--- src/rtl/ccp_pkg.sv ---
package ccp_pkg;
  localparam logic [23:0] ACC_KEY     = 24'hA5A5A5;
  localparam int unsigned OFS_ACCESS  = 0;
  localparam int unsigned OFS_CONFIG  = 4;
  localparam int unsigned OFS_CONTROL = 8;
  localparam int unsigned OFS_MASK0   = 16;
  localparam int unsigned BIT_GO      = 0;
  localparam int unsigned BIT_SLOW    = 1;
  localparam int unsigned BIT_FAST    = 2;

  typedef enum logic [1:0] {
    REST_NONE = 2'd0,
    REST_SLOW = 2'd1,
    REST_FAST = 2'd2
  } restart_e;
endpackage

--- src/rtl/ccp_access_lock.sv ---
module ccp_access_lock #(
  parameter int ADDR_W = 8
) (
  input  logic              clk,
  input  logic              rst_n,
  input  logic              bus_we,
  input  logic [ADDR_W-1:0] bus_addr,
  input  logic [23:0]       key_in,
  input  logic [1:0]        ctl_in,
  output logic              unlocked,
  output logic              err,
  output logic              wr_ok
);
  import ccp_pkg::*;

  logic acc_hit, key_ok;
  logic unl_d, unl_q, err_d, err_q, unl_ce, err_ce;

  assign acc_hit = bus_we && (bus_addr == ADDR_W'(OFS_ACCESS));
  assign key_ok  = (key_in == ACC_KEY);

  always_comb begin
    unl_d = unl_q;
    err_d = err_q;
    if (acc_hit) begin
      if (key_ok) begin
        unl_d = ctl_in[0];
        if (ctl_in[1]) err_d = 1'b0;
      end else begin
        err_d = 1'b1;
      end
    end else if (bus_we && !unl_q) begin
      err_d = 1'b1;
    end
  end

  assign unl_ce = acc_hit && key_ok;
  assign err_ce = bus_we;

  always_ff @(posedge clk or negedge rst_n) begin
    if (!rst_n) begin
      unl_q <= 1'b0;
      err_q <= 1'b0;
    end else begin
      if (unl_ce) unl_q <= unl_d;
      if (err_ce) err_q <= err_d;
    end
  end

  assign unlocked = unl_q;
  assign err      = err_q;
  assign wr_ok    = bus_we && !acc_hit && unl_q;
endmodule

--- src/rtl/ccp_engine.sv ---
module ccp_engine #(
  parameter int ADDR_W   = 8,
  parameter int SLOW_LAT = 3,
  parameter int FAST_LAT = 1
) (
  input  logic              clk,
  input  logic              rst_n,
  input  logic              wr_ok,
  input  logic [ADDR_W-1:0] bus_addr,
  input  logic [2:0]        cmd_in,
  output logic              cfg_en,
  output logic              busy,
  output logic              load
);
  import ccp_pkg::*;

  localparam int MAX_LAT = (SLOW_LAT > FAST_LAT) ? SLOW_LAT : FAST_LAT;
  localparam int CNT_W   = $clog2(MAX_LAT + 1);

  restart_e         kind;
  logic             cfg_hit, ctl_hit;
  logic             cfg_d, cfg_q, busy_d, busy_q;
  logic [CNT_W-1:0] cnt_d, cnt_q;

  assign cfg_hit = wr_ok && (bus_addr == ADDR_W'(OFS_CONFIG));
  assign ctl_hit = wr_ok && (bus_addr == ADDR_W'(OFS_CONTROL));

  always_comb begin
    kind = REST_NONE;
    if (cmd_in[BIT_GO]) begin
      if (cmd_in[BIT_FAST])      kind = REST_FAST;
      else if (cmd_in[BIT_SLOW]) kind = REST_SLOW;
    end
  end

  assign load = busy_q && (cnt_q == CNT_W'(1));

  always_comb begin
    cfg_d  = cfg_q;
    busy_d = busy_q;
    cnt_d  = cnt_q;
    if (busy_q) begin
      cnt_d = cnt_q - CNT_W'(1);
      if (load) busy_d = 1'b0;
    end else if (ctl_hit && (kind != REST_NONE)) begin
      busy_d = 1'b1;
      cnt_d  = (kind == REST_FAST) ? CNT_W'(FAST_LAT) : CNT_W'(SLOW_LAT);
      cfg_d  = 1'b0;
    end else if (cfg_hit) begin
      cfg_d = cmd_in[0];
    end
  end

  always_ff @(posedge clk or negedge rst_n) begin
    if (!rst_n) begin
      cfg_q  <= 1'b0;
      busy_q <= 1'b0;
      cnt_q  <= '0;
    end else begin
      cfg_q  <= cfg_d;
      busy_q <= busy_d;
      cnt_q  <= cnt_d;
    end
  end

  assign cfg_en = cfg_q;
  assign busy   = busy_q;
endmodule

--- src/rtl/ccp_mask_bank.sv ---
module ccp_mask_bank #(
  parameter int                 ADDR_W   = 8,
  parameter int                 NUM_CLK  = 16,
  parameter int                 NUM_POL  = 4,
  parameter logic [NUM_CLK-1:0] MASK_RST = '1,
  localparam int                POL_W    = (NUM_POL > 1) ? $clog2(NUM_POL) : 1
) (
  input  logic               clk,
  input  logic               rst_n,
  input  logic               wr_ok,
  input  logic               cfg_en,
  input  logic               load,
  input  logic [ADDR_W-1:0]  bus_addr,
  input  logic [NUM_CLK-1:0] mask_in,
  input  logic [POL_W-1:0]   pol_sel,
  output logic               rd_hit,
  output logic [NUM_CLK-1:0] rd_data,
  output logic [NUM_CLK-1:0] clk_en
);
  import ccp_pkg::*;

  localparam int FLAT_W = NUM_CLK * NUM_POL;

  logic [NUM_POL-1:0] hit;
  logic [FLAT_W-1:0]  stg_flat, act_flat;

  for (genvar p = 0; p < NUM_POL; p++) begin : g_pol
    localparam logic [ADDR_W-1:0] MY_ADDR = ADDR_W'(OFS_MASK0 + 4 * p);
    logic               stg_ce;
    logic [NUM_CLK-1:0] stg_q, act_q;

    assign hit[p]  = (bus_addr == MY_ADDR);
    assign stg_ce  = wr_ok && cfg_en && hit[p];

    always_ff @(posedge clk or negedge rst_n) begin
      if (!rst_n) begin
        stg_q <= MASK_RST;
        act_q <= MASK_RST;
      end else begin
        if (stg_ce) stg_q <= mask_in;
        if (load)   act_q <= stg_q;
      end
    end

    assign stg_flat[p*NUM_CLK +: NUM_CLK] = stg_q;
    assign act_flat[p*NUM_CLK +: NUM_CLK] = act_q;
  end

  always_comb begin
    rd_data = '0;
    clk_en  = '0;
    for (int p = 0; p < NUM_POL; p++) begin
      if (hit[p])                 rd_data = stg_flat[p*NUM_CLK +: NUM_CLK];
      if (pol_sel == POL_W'(p))   clk_en  = act_flat[p*NUM_CLK +: NUM_CLK];
    end
  end

  assign rd_hit = |hit;
endmodule

--- src/rtl/ccp_policy_ctrl.sv ---
module ccp_policy_ctrl #(
  parameter int                 ADDR_W   = 8,
  parameter int                 NUM_CLK  = 16,
  parameter int                 NUM_POL  = 4,
  parameter int                 SLOW_LAT = 3,
  parameter int                 FAST_LAT = 1,
  parameter logic [NUM_CLK-1:0] MASK_RST = '1,
  localparam int                POL_W    = (NUM_POL > 1) ? $clog2(NUM_POL) : 1
) (
  input  logic               clk,
  input  logic               rst_n,
  input  logic               bus_we,
  input  logic [ADDR_W-1:0]  bus_addr,
  input  logic [31:0]        bus_wdata,
  output logic [31:0]        bus_rdata,
  input  logic [POL_W-1:0]   pol_sel,
  output logic [NUM_CLK-1:0] clk_en
);
  import ccp_pkg::*;

  logic               unlocked, err, wr_ok;
  logic               cfg_en, busy, load;
  logic               mask_hit;
  logic [NUM_CLK-1:0] mask_rd;
  logic               unused_wdata;

  assign unused_wdata = ^bus_wdata;

  ccp_access_lock #(.ADDR_W(ADDR_W)) u_lock (
    .clk      (clk),
    .rst_n    (rst_n),
    .bus_we   (bus_we),
    .bus_addr (bus_addr),
    .key_in   (bus_wdata[31:8]),
    .ctl_in   (bus_wdata[1:0]),
    .unlocked (unlocked),
    .err      (err),
    .wr_ok    (wr_ok)
  );

  ccp_engine #(
    .ADDR_W   (ADDR_W),
    .SLOW_LAT (SLOW_LAT),
    .FAST_LAT (FAST_LAT)
  ) u_engine (
    .clk      (clk),
    .rst_n    (rst_n),
    .wr_ok    (wr_ok),
    .bus_addr (bus_addr),
    .cmd_in   (bus_wdata[2:0]),
    .cfg_en   (cfg_en),
    .busy     (busy),
    .load     (load)
  );

  ccp_mask_bank #(
    .ADDR_W   (ADDR_W),
    .NUM_CLK  (NUM_CLK),
    .NUM_POL  (NUM_POL),
    .MASK_RST (MASK_RST)
  ) u_bank (
    .clk      (clk),
    .rst_n    (rst_n),
    .wr_ok    (wr_ok),
    .cfg_en   (cfg_en),
    .load     (load),
    .bus_addr (bus_addr),
    .mask_in  (bus_wdata[NUM_CLK-1:0]),
    .pol_sel  (pol_sel),
    .rd_hit   (mask_hit),
    .rd_data  (mask_rd),
    .clk_en   (clk_en)
  );

  // combinational read mux, zero for unmapped offsets
  always_comb begin
    bus_rdata = '0;
    if (bus_addr == ADDR_W'(OFS_ACCESS))       bus_rdata = {30'b0, err, unlocked};
    else if (bus_addr == ADDR_W'(OFS_CONFIG))  bus_rdata = {31'b0, cfg_en};
    else if (bus_addr == ADDR_W'(OFS_CONTROL)) bus_rdata = {31'b0, busy};
    else if (mask_hit)                         bus_rdata = 32'(mask_rd);
  end
endmodule

--- config.mk ---
export PLATFORM = sky130hd
export DESIGN_NAME = ccp_policy_ctrl
export DESIGN_NICKNAME = d
export VERILOG_FILES = /design/src/rtl/ccp_pkg.sv /design/src/rtl/ccp_access_lock.sv /design/src/rtl/ccp_engine.sv /design/src/rtl/ccp_mask_bank.sv /design/src/rtl/ccp_policy_ctrl.sv
export SDC_FILE = /design/constraint.sdc
export NUM_CORES = 1
export LEC_CHECK = 0
export ABC_AREA = 1
export BUFFER_PORTS_ARGS = -buffer_cell sky130_fd_sc_hd__buf_2
export CAP_MARGIN = 20
export CORE_UTILIZATION = 45
export CTS_CLUSTER_SIZE = 8
export DETAILED_ROUTE_END_ITERATION = 6
export HOLD_SLACK_MARGIN = 0.06
export PLACE_DENSITY = 0.65
export SETUP_SLACK_MARGIN = 0.4
export SLEW_MARGIN = 20
export SYNTH_ARGS = -nofsm -noshare
export SYNTH_HDL_FRONTEND = slang
export SYNTH_SLANG_ARGS = --single-unit
--- constraint.sdc ---
create_clock -name clk -period 3.8 [get_ports clk]
set_input_delay 0.38 -clock clk [delete_from_list [all_inputs] [get_ports clk]]
set_output_delay 0.38 -clock clk [all_outputs]
set_load 0.05 [all_outputs]
# Word-level counts from Yosys, hierarchy flattened
# Cells that the tools add are included.
[word_totals]
reg_bits = 134
input_bits = 45
out_inout_bits = 48
[op_classes]
add_sub_neg = 1
eq_ne = 13
muxes = 27
n_bitwise = 1
n_reduce_logical = 26
[ops]
columns = ["op", "count"]
rows = [
  ["two-way mux 16 bit", 12],
  ["== test 8 x 5 -> 1 bit (second input constant)", 4],
  ["== test 24 bit (second input constant)", 1],
  ["logical AND 1 bit", 14],
  ["two-way mux 1 bit", 10],
  ["two-way mux 2 bit", 5],
  ["== test 8 x 3 -> 1 bit (second input constant)", 1],
  ["== test 8 x 4 -> 1 bit (second input constant)", 1],
  ["zero test 8 bit", 1],
  ["nonzero test 2 bit", 4],
  ["== test 2 bit (second input constant)", 3],
  ["AND reduction 3 bit", 2],
  ["== test 2 x 1 -> 1 bit (second input constant)", 2],
  ["OR reduction 4 bit", 1],
  ["inequality test 3 bit (second input constant)", 1],
  ["zero test 1 bit", 2],
  ["zero test 2 bit", 1],
  ["AND reduction 2 bit", 1],
  ["subtractor 2 x 1 -> 2 bit (second input constant)", 1],
  ["inverter 1 bit", 1],
]

# Longest topological paths before layout
# Gate-level depths: netlist of run 1.
[depth]
ltp_word = 9
mapped_depth = 10

# Hierarchy
# From an unflattened synthesis of run 1, not the netlist that was laid out.
[unflattened]
cells_unflattened = 869
area_unflattened_um2 = 7322.0
[by_module_without_submodules]
columns = ["mod", "instances", "cells_per_inst", "area_each_um2", "seq_area_each_um2"]
rows = [
  ["ccp_mask_bank", 1, 663, 6162.2, 3363.2],
  ["ccp_policy_ctrl", 1, 86, 494.2, 0.0],
  ["ccp_access_lock", 1, 71, 342.8, 50.0],
  ["ccp_engine", 1, 49, 322.8, 100.1],
]

# Least setup slack after synthesis of run 1
# No wires, ideal clock.
[synth_timing]
path_type = "input port to output port"
from = "input pol_sel[0]"
to = "output clk_en[0]"
arrival_time_ns = 1.906
required_ns = 3.420
setup_slack_ns = 1.514
stages = 6
cell_sequence = "buf_2 > nand2_1 > inv_1 > buf_2 > a221oi_1 > a21oi_1"
[synth_via]
elab_chain_cells = 5
[synth_lines]
columns = ["element", "line", "source"]
rows = [
  ["from (decl)", "ccp_policy_ctrl.sv:16", "input logic [POL_W-1:0] pol_sel,"],
  ["zero test 2 bit", "ccp_mask_bank.sv:54", "if (pol_sel == POL_W'(p)) clk_en = act_flat[p*NUM_CLK +: NUM_CLK];"],
  ["two-way mux 16 bit (3 in series)", "ccp_mask_bank.sv:54", ""],
  ["two-way mux 16 bit *", "ccp_mask_bank.sv:54", ""],
  ["to (decl)", "ccp_policy_ctrl.sv:17", "output logic [NUM_CLK-1:0] clk_en"],
]
# Mark *: on every way between the ends. The rest lies on a longest branch, timed or not.

# Worst setup path after layout of run 1
[layout_timing]
from = "input bus_addr[3]"
to = "output bus_rdata[13]"
[layout_via]
elab_chain_cells = 9
[layout_lines]
columns = ["element", "line", "source"]
rows = [
  ["from (decl)", "ccp_policy_ctrl.sv:13", "input logic [ADDR_W-1:0] bus_addr,"],
  ["== test 8 x 5 -> 1 bit", "ccp_mask_bank.sv:32", "assign hit[p] = (bus_addr == MY_ADDR);"],
  ["two-way mux 16 bit (4 in series)", "ccp_mask_bank.sv:53", "if (hit[p]) rd_data = stg_flat[p*NUM_CLK +: NUM_CLK];"],
  ["two-way mux 16 bit", "ccp_policy_ctrl.sv:81", "else if (mask_hit) bus_rdata = 32'(mask_rd);"],
  ["two-way mux 16 bit", "ccp_policy_ctrl.sv:80", "else if (bus_addr == ADDR_W'(OFS_CONTROL)) bus_rdata = {31'b0, busy};"],
  ["two-way mux 16 bit", "ccp_policy_ctrl.sv:79", "else if (bus_addr == ADDR_W'(OFS_CONFIG)) bus_rdata = {31'b0, cfg_en};"],
  ["two-way mux 16 bit *", "ccp_policy_ctrl.sv:78", "if (bus_addr == ADDR_W'(OFS_ACCESS)) bus_rdata = {30'b0, err, unlocked};"],
  ["to (decl)", "ccp_policy_ctrl.sv:15", "output logic [31:0] bus_rdata,"],
]
# Marks and branches as above.

==> results.cfg, run 1 <==
[global_routing]
antenna_found_initial = 0
overflow = 0
grt_pass1_vias = 5222
grt_pass1_wl_um = 26250
grt_max_degree = 74
track_usage_pct = 23.22

[floorplanning]
ioPinCount = 93
fp-row-count = 43
die-area_um2 = 15180
die_h_um = 123.2
die_width_um = 123.2
start_util_pct = 46.89
coreArea_um2 = 14100

[power_and_ir_drop]
power_frac_clock_pct = 50.7
p_leak_nw = 3.256
switching_share_pct = 22.33
seq_power_share_pct = 43.8
p_switching_mw = 0.7314
power.density_nw_per_um2 = 429.9
combPwrFrac_pct = 5.4
p_int_mw = 2.544
peakVddDrop_uv = 319.8

[worst_setup_path]
worstSetupPathType = in -> out
r2r_start = u_engine.cnt_q[0]
cp.required_ns = 3.42
crit_path_end_kind = primary output
start_kind = input port
reg2reg_to = u_bank.g_pol[3].act_q[9]
arrival_ns = 2.28
critPathMaxFanout = 14
rr_worst_depth = 4
r2r_slack_ns = 2.11

[timing]
max_freq_ghz = 0.3761
clock-skew-final_ns = 0.006445
tns_ns = 0
hold_viol = 0
finalSetupViolCount = 0
fin_crit_sh_pct = 69.98
slew_headroom_pct = 42.91
drv_slew = 0
fin_crit_ns = 2.659
worst_pin_slew_ns = 0.8543
rsz0062_at_grt = false

[logic_synthesis]
syn_area_per_cell_um2 = 8.945
ys.flop_type = dfstp_2
synth_edf_count = 0
ys_ff_latch = 134
ys_types = 33
synth_warnings = 0
yosys.area.top_type_share_pct = 50.88
ys_seq_area_share_pct = 53.15
syn_inst = 739
synthMostInstantiatedCell = nand2_1
synth_common_cells = nand2_1, dfstp_2, inv_1
async_flop_share_pct = 100.0
yosys.area.top_type = dfstp_2
synth_area_um2 = 6610
synth_area_leaders = dfstp_2, nand2_1, o21ai_0

[layout]
syn_to_final_growth_pct = 15.26
drive_above_1_share_pct = 36.74
n_antenna_cell = 0
layout.nets = 855
final_area_um2 = 7619

[hold_path]
min_to = u_lock.err
whs_path_depth = 4
hp-start = bus_wdata[1]
hp-class = in -> reg

[route]
routed_wl_um = 16100
via_per_inst = 5.213
post_drt_wl_per_cell_um = 16.07
ant_nets = 0
drt-initial-drc-count = 488
drc = 0
firstDrtPassIters = 5
via_count = 5223

[placement]
placed_area_um2 = 7002
place_congestion = 0.7904
port-buffer-count = 76
hpwl_um = 10390

[clocking]
post-cts-setup-buffers = 0
ctsResizeCount = 0
cts_root_buf = clkbuf_16
tritoncts = built
holdBufCountCts = 1
clock_sinks = 134
htree_levels = 4
clk_latency_ns = 0.42
cts_buffers = 17
clk_path_buf_depth = 2
clk_pin_slew_worst_paths_ns = 0.06

[flow_run]
maxCapViolCount = 0

[status]
status = completed
==> per-stage QoR <==
step	hold slack, ns	cells	utilization [%]	total power [mW]	setup slack [ns]
finish	0.2240	1002	54.05	3.276	1.141
global route	0.2505	1002	54.05	3.378	0.9380
CTS	0.2127	1002	54.05	3.300	1.177
detailed placement	0.4658	969	49.67	1.634	1.178
global placement	0.4611	969	49.67	1.631	1.230
floorplan	0.08441	754	-	1.565	1.514
==> state kept, by name, indices dropped and copies added, names as in the netlist <==
register            count
u_bank.g_pol.act_q     64
u_bank.g_pol.stg_q     64
u_engine.cnt_q          2
u_engine.busy           1
u_engine.cfg_en         1
u_lock.err              1
u_lock.unlocked         1
==> power by group through the flow <==
stage | Sequential (mW) | Clock, mW | Combinational, mW
after floorplan | 1.46 | 0 | 0.110
after global placement | 1.46 | 0 | 0.175
after detailed placement | 1.46 | 0 | 0.179
after CTS | 1.44 | 1.68 | 0.180
after global routing | 1.44 | 1.75 | 0.197
final | 1.44 | 1.66 | 0.178
==> metal layers <==
metal / vias up / routed length (um) / share of wire, % / track usage [%]
met5: - / 0 / 0 / 0
met2: 178 / 7733 / 48 / 37.40
met1: 2500 / 7171 / 45 / 30.70
met4: 0 / 187 / 1.2 / 7.831
li1: 2521 / - / - / -
met3: 24 / 1006 / 6.2 / 5.535
==> final cells by class <==
cell class              count  area [um^2]
well taps                 180        225.2
inverters                  82        307.8
clock buffers              25        516.7
fillers                  1316         6477
flip-flops and latches    134         3513
clock inverters             7        90.09
multi-input cells         488         2492
repair buffers             86        473.0
==> worst max-delay path, stage by stage <==
cell and delay (ns):
buf_2 0.11, inv_1 0.12, nand2_1 0.07, nor2_1 0.18
nand2_1 0.54, o22ai_1 0.37, nor2_1 0.07, nor2_1 0.14
buf_2 0.29
==> worst max-delay path by stage <==
stage,from,to,slack (ns)
3_5_place_dp,bus_addr[3],bus_rdata[13],1.18
6_report,bus_addr[3],bus_rdata[13],1.14
5_1_grt,bus_addr[3],bus_rdata[8],0.94
4_1_cts,bus_addr[3],bus_rdata[13],1.18
2_1_floorplan,pol_sel[0],clk_en[0],1.51
3_3_place_gp,bus_addr[3],bus_rdata[2],1.23
==> kinds of logic after synthesis <==
logic type | after synthesis | synth area share, %
flip-flops | 134 | 53.15
buffers and inverters | 132 | 10.03
multiplexers | 20 | 3.407
AO/OA/AOI/OAI | 162 | 14.39
AND/OR/NAND/NOR | 289 | 18.78
other | 1 | 0.05673
adder cells (fa/ha/maj) | 1 | 0.1893
==> cells in the final DEF (no fill, tap or decap), types with 4 or more instances in the layout <==
| cell type | n |
|---|---|
| nand2_1 | 180 |
| dfstp_2 | 128 |
| inv_1 | 79 |
| buf_2 | 75 |
| o21ai_0 | 61 |
| nor2_1 | 59 |
| o21ai_1 | 41 |
| o21ai_2 | 24 |
| mux2_2 | 20 |
| nand3_1 | 18 |
| clkbuf_16 | 18 |
| conb_1 | 16 |
| o22ai_1 | 14 |
| nand4_1 | 13 |
| a21oi_1 | 12 |
| buf_4 | 9 |
| a221oi_1 | 7 |
| nand2_4 | 6 |
| dfrtp_1 | 6 |
| nor3_1 | 4 |
| clkbuf_8 | 4 |
No activity file was read; power rests on OpenSTA's default activity.
==> run 2, diff against run 1 <==
ABC_AREA = 0   (was 1)
PLACE_DENSITY = 0.68   (was 0.65)
clock period = 2.2 ns   (was 3.8 ns; I/O delays follow)
==> results.cfg, run 2 <==
[worst_setup_path]
worstSetupPathType = in -> reg
r2r_slack_ns = 0.29
critPathMaxFanout = 7
critPathMaxStageDelay_ns = 0.61
start_kind = input port
arrival_ns = 2.30
crit_top_cell = buf_6
crit_chain = buf_6, or4_4, or4b_4, nor3b_4, buf_6, mux2_2
cp_slowest_cell = or4b_4
cp.required_ns = 2.55
crit_path_end_kind = flip-flop

[clocking]
clk_path_buf_depth = 2
clk_latency_ns = 0.42
tritoncts = built
cts_root_buf = clkbuf_16
cts_buffers = 17
htree_levels = 4
clk_pin_slew_worst_paths_ns = 0.06
clock_sinks = 134

[layout]
drive_above_1_share_pct = 87.55
fill_cells = 1054
fin_util_pct = 60.14
multi_input_comb_area_um2 = 3035
syn_to_final_growth_pct = 29.86
stdcell_count = 710
layout.nets = 563
regArea_um2 = 3513
reg_top3 = u_bank.g_pol.act_q: 64 flops, u_bank.g_pol.stg_q: 64 flops, u_engine.cnt_q: 2 flops
final_cell_mix = dfstp_2, mux2_2, mux2_4
final_common_cell = dfstp_2
n_antenna_cell = 0

[floorplanning]
die_h_um = 121.8
start_util_pct = 46.31
die_width_um = 121.8
die-area_um2 = 14820
ioPinCount = 93
fp-row-count = 43
coreArea_um2 = 13930

[logic_synthesis]
synth_warnings = 0
yosys.area.top_type_share_pct = 52.11
syn_area_per_cell_um2 = 15.78
synthMostInstantiatedCell = dfstp_2
ys_ff_latch = 134
syn_inst = 409
ys.flop_type = dfstp_2
async_flop_share_pct = 100.0
synth_edf_count = 0
yosys.area.top_type = dfstp_2
synth_common_cells = dfstp_2, mux2_2, mux4_2
ys_types = 43
synth_area_um2 = 6454
synth_area_leaders = dfstp_2, mux2_2, mux4_2
ys_seq_area_share_pct = 54.44

[timing]
drv_slew = 0
clock-skew-final_ns = 0.007303
rsz0062_at_grt = true
fin_crit_ns = 1.949
slew_headroom_pct = 56.82
finalSetupViolCount = 0
hold_viol = 0
fin_crit_sh_pct = 88.59
max_freq_ghz = 0.5131
worst_pin_slew_ns = 0.6477

[global_routing]
grt_pass1_vias = 4199
track_usage_pct = 21.79
overflow = 0
antenna_found_initial = 0
grt_pass1_wl_um = 23680
grt_max_degree = 48

[route]
post_drt_wl_per_cell_um = 20.67
via_per_inst = 5.583
routed_wl_um = 14680
ant_nets = 0
drt-initial-drc-count = 214
via_count = 3964
firstDrtPassIters = 4
drc = 0

[flow_run]
maxCapViolCount = 0

[hold_path]
hp-class = in -> reg

[power_and_ir_drop]
power.density_nw_per_um2 = 692.9
p_leak_nw = 3.603
p_total_mw = 5.807
peakVddDrop_uv = 461.4

[placement]
place_inst = 672
port-buffer-count = 76
hpwl_um = 9997
place_congestion = 0.7741

[status]
status = completed
## run 2: path summary, 6_finish.rpt
| check | startpoint | endpoint | cells past startpoint |
|---|---|---|---|
| max in group asynchronous | rst_n | u_bank.g_pol[0].act_q[12] | 2 |
| min in group asynchronous | rst_n | u_bank.g_pol[0].act_q[7] | 1 |
| hold / removal | bus_wdata[5] | u_bank.g_pol[0].stg_q[5] | 2 |
| setup reg to reg | u_engine.cfg_en | u_bank.g_pol[2].stg_q[4] | 5 |
| hold reg to reg | u_lock.err | u_lock.err | 2 |
| setup / recovery | bus_addr[7] | u_bank.g_pol[2].stg_q[4] | 6 |
## run 2: timing repair
item	4_1_cts	5_1_grt
buffers inserted	4	2
endpoints found under the setup margin	81	119
resized for setup	72	4
pin swaps	3	3
hold buffers	0	0
## run 2: final cells by class
cell class	count	share of cell area [%]
sequential	134	41.92
multi-input combinational	246	36.22
timing repair buffer	114	11.50
clock buffer	17	5.076
tap	180	2.687
clock inverter	15	2.419
inverter	4	0.1792
## run 2: where the power goes
group,internal [mW],leakage (nW),total (mW),switching [mW]
Combinational,0.0944,1.91,0.308,0.214
Clock,1.90,0.304,3.02,1.12
Sequential,2.48,1.39,2.48,0.0000000000952
## run 2: logic make-up (layout without fill, tap and decap cells)
logic type	after synthesis	after routing	share of synthesized area (%)
muxes	164	164	34.55
other	1	16	0.05811
buffers and inverters	44	150	3.916
and+or+nand+nor	53	53	5.603
DFF	134	134	54.44
adders and majority gates	1	1	0.1938
AOI/OAI and AO/OA	12	12	1.241
## run 2: per-stage QoR
step	TNS (ns)	hold slack [ns]	worst slack (ns)	cell area [um^2]
after floorplan	-4.636	-0.07559	-0.1569	6726
after global placement	-4.496	0.5064	-0.1308	7436
after detailed placement	-5.036	0.5101	-0.1853	7436
after CTS	0	0.08450	0.2788	8344
after global routing	0	0.08293	0.2336	8381
final	0	0.09132	0.2509	8381
## run 2: metal layers
metal / GRT usage, % / vias to the layer above / part of all wire [%]
li1: - / 1717 / -
met5: 0 / - / 0
met4: 7.562 / 0 / 1.8
met2: 33.37 / 107 / 48
met3: 5.056 / 23 / 4.3
met1: 30.45 / 2117 / 45
## run 2: worst max-delay path, delay by kind of cell
kind	cells	cell delay (ns)
buffers and inverters	2	0.28
muxes	1	0.33
and+or+nand+nor	3	1.46
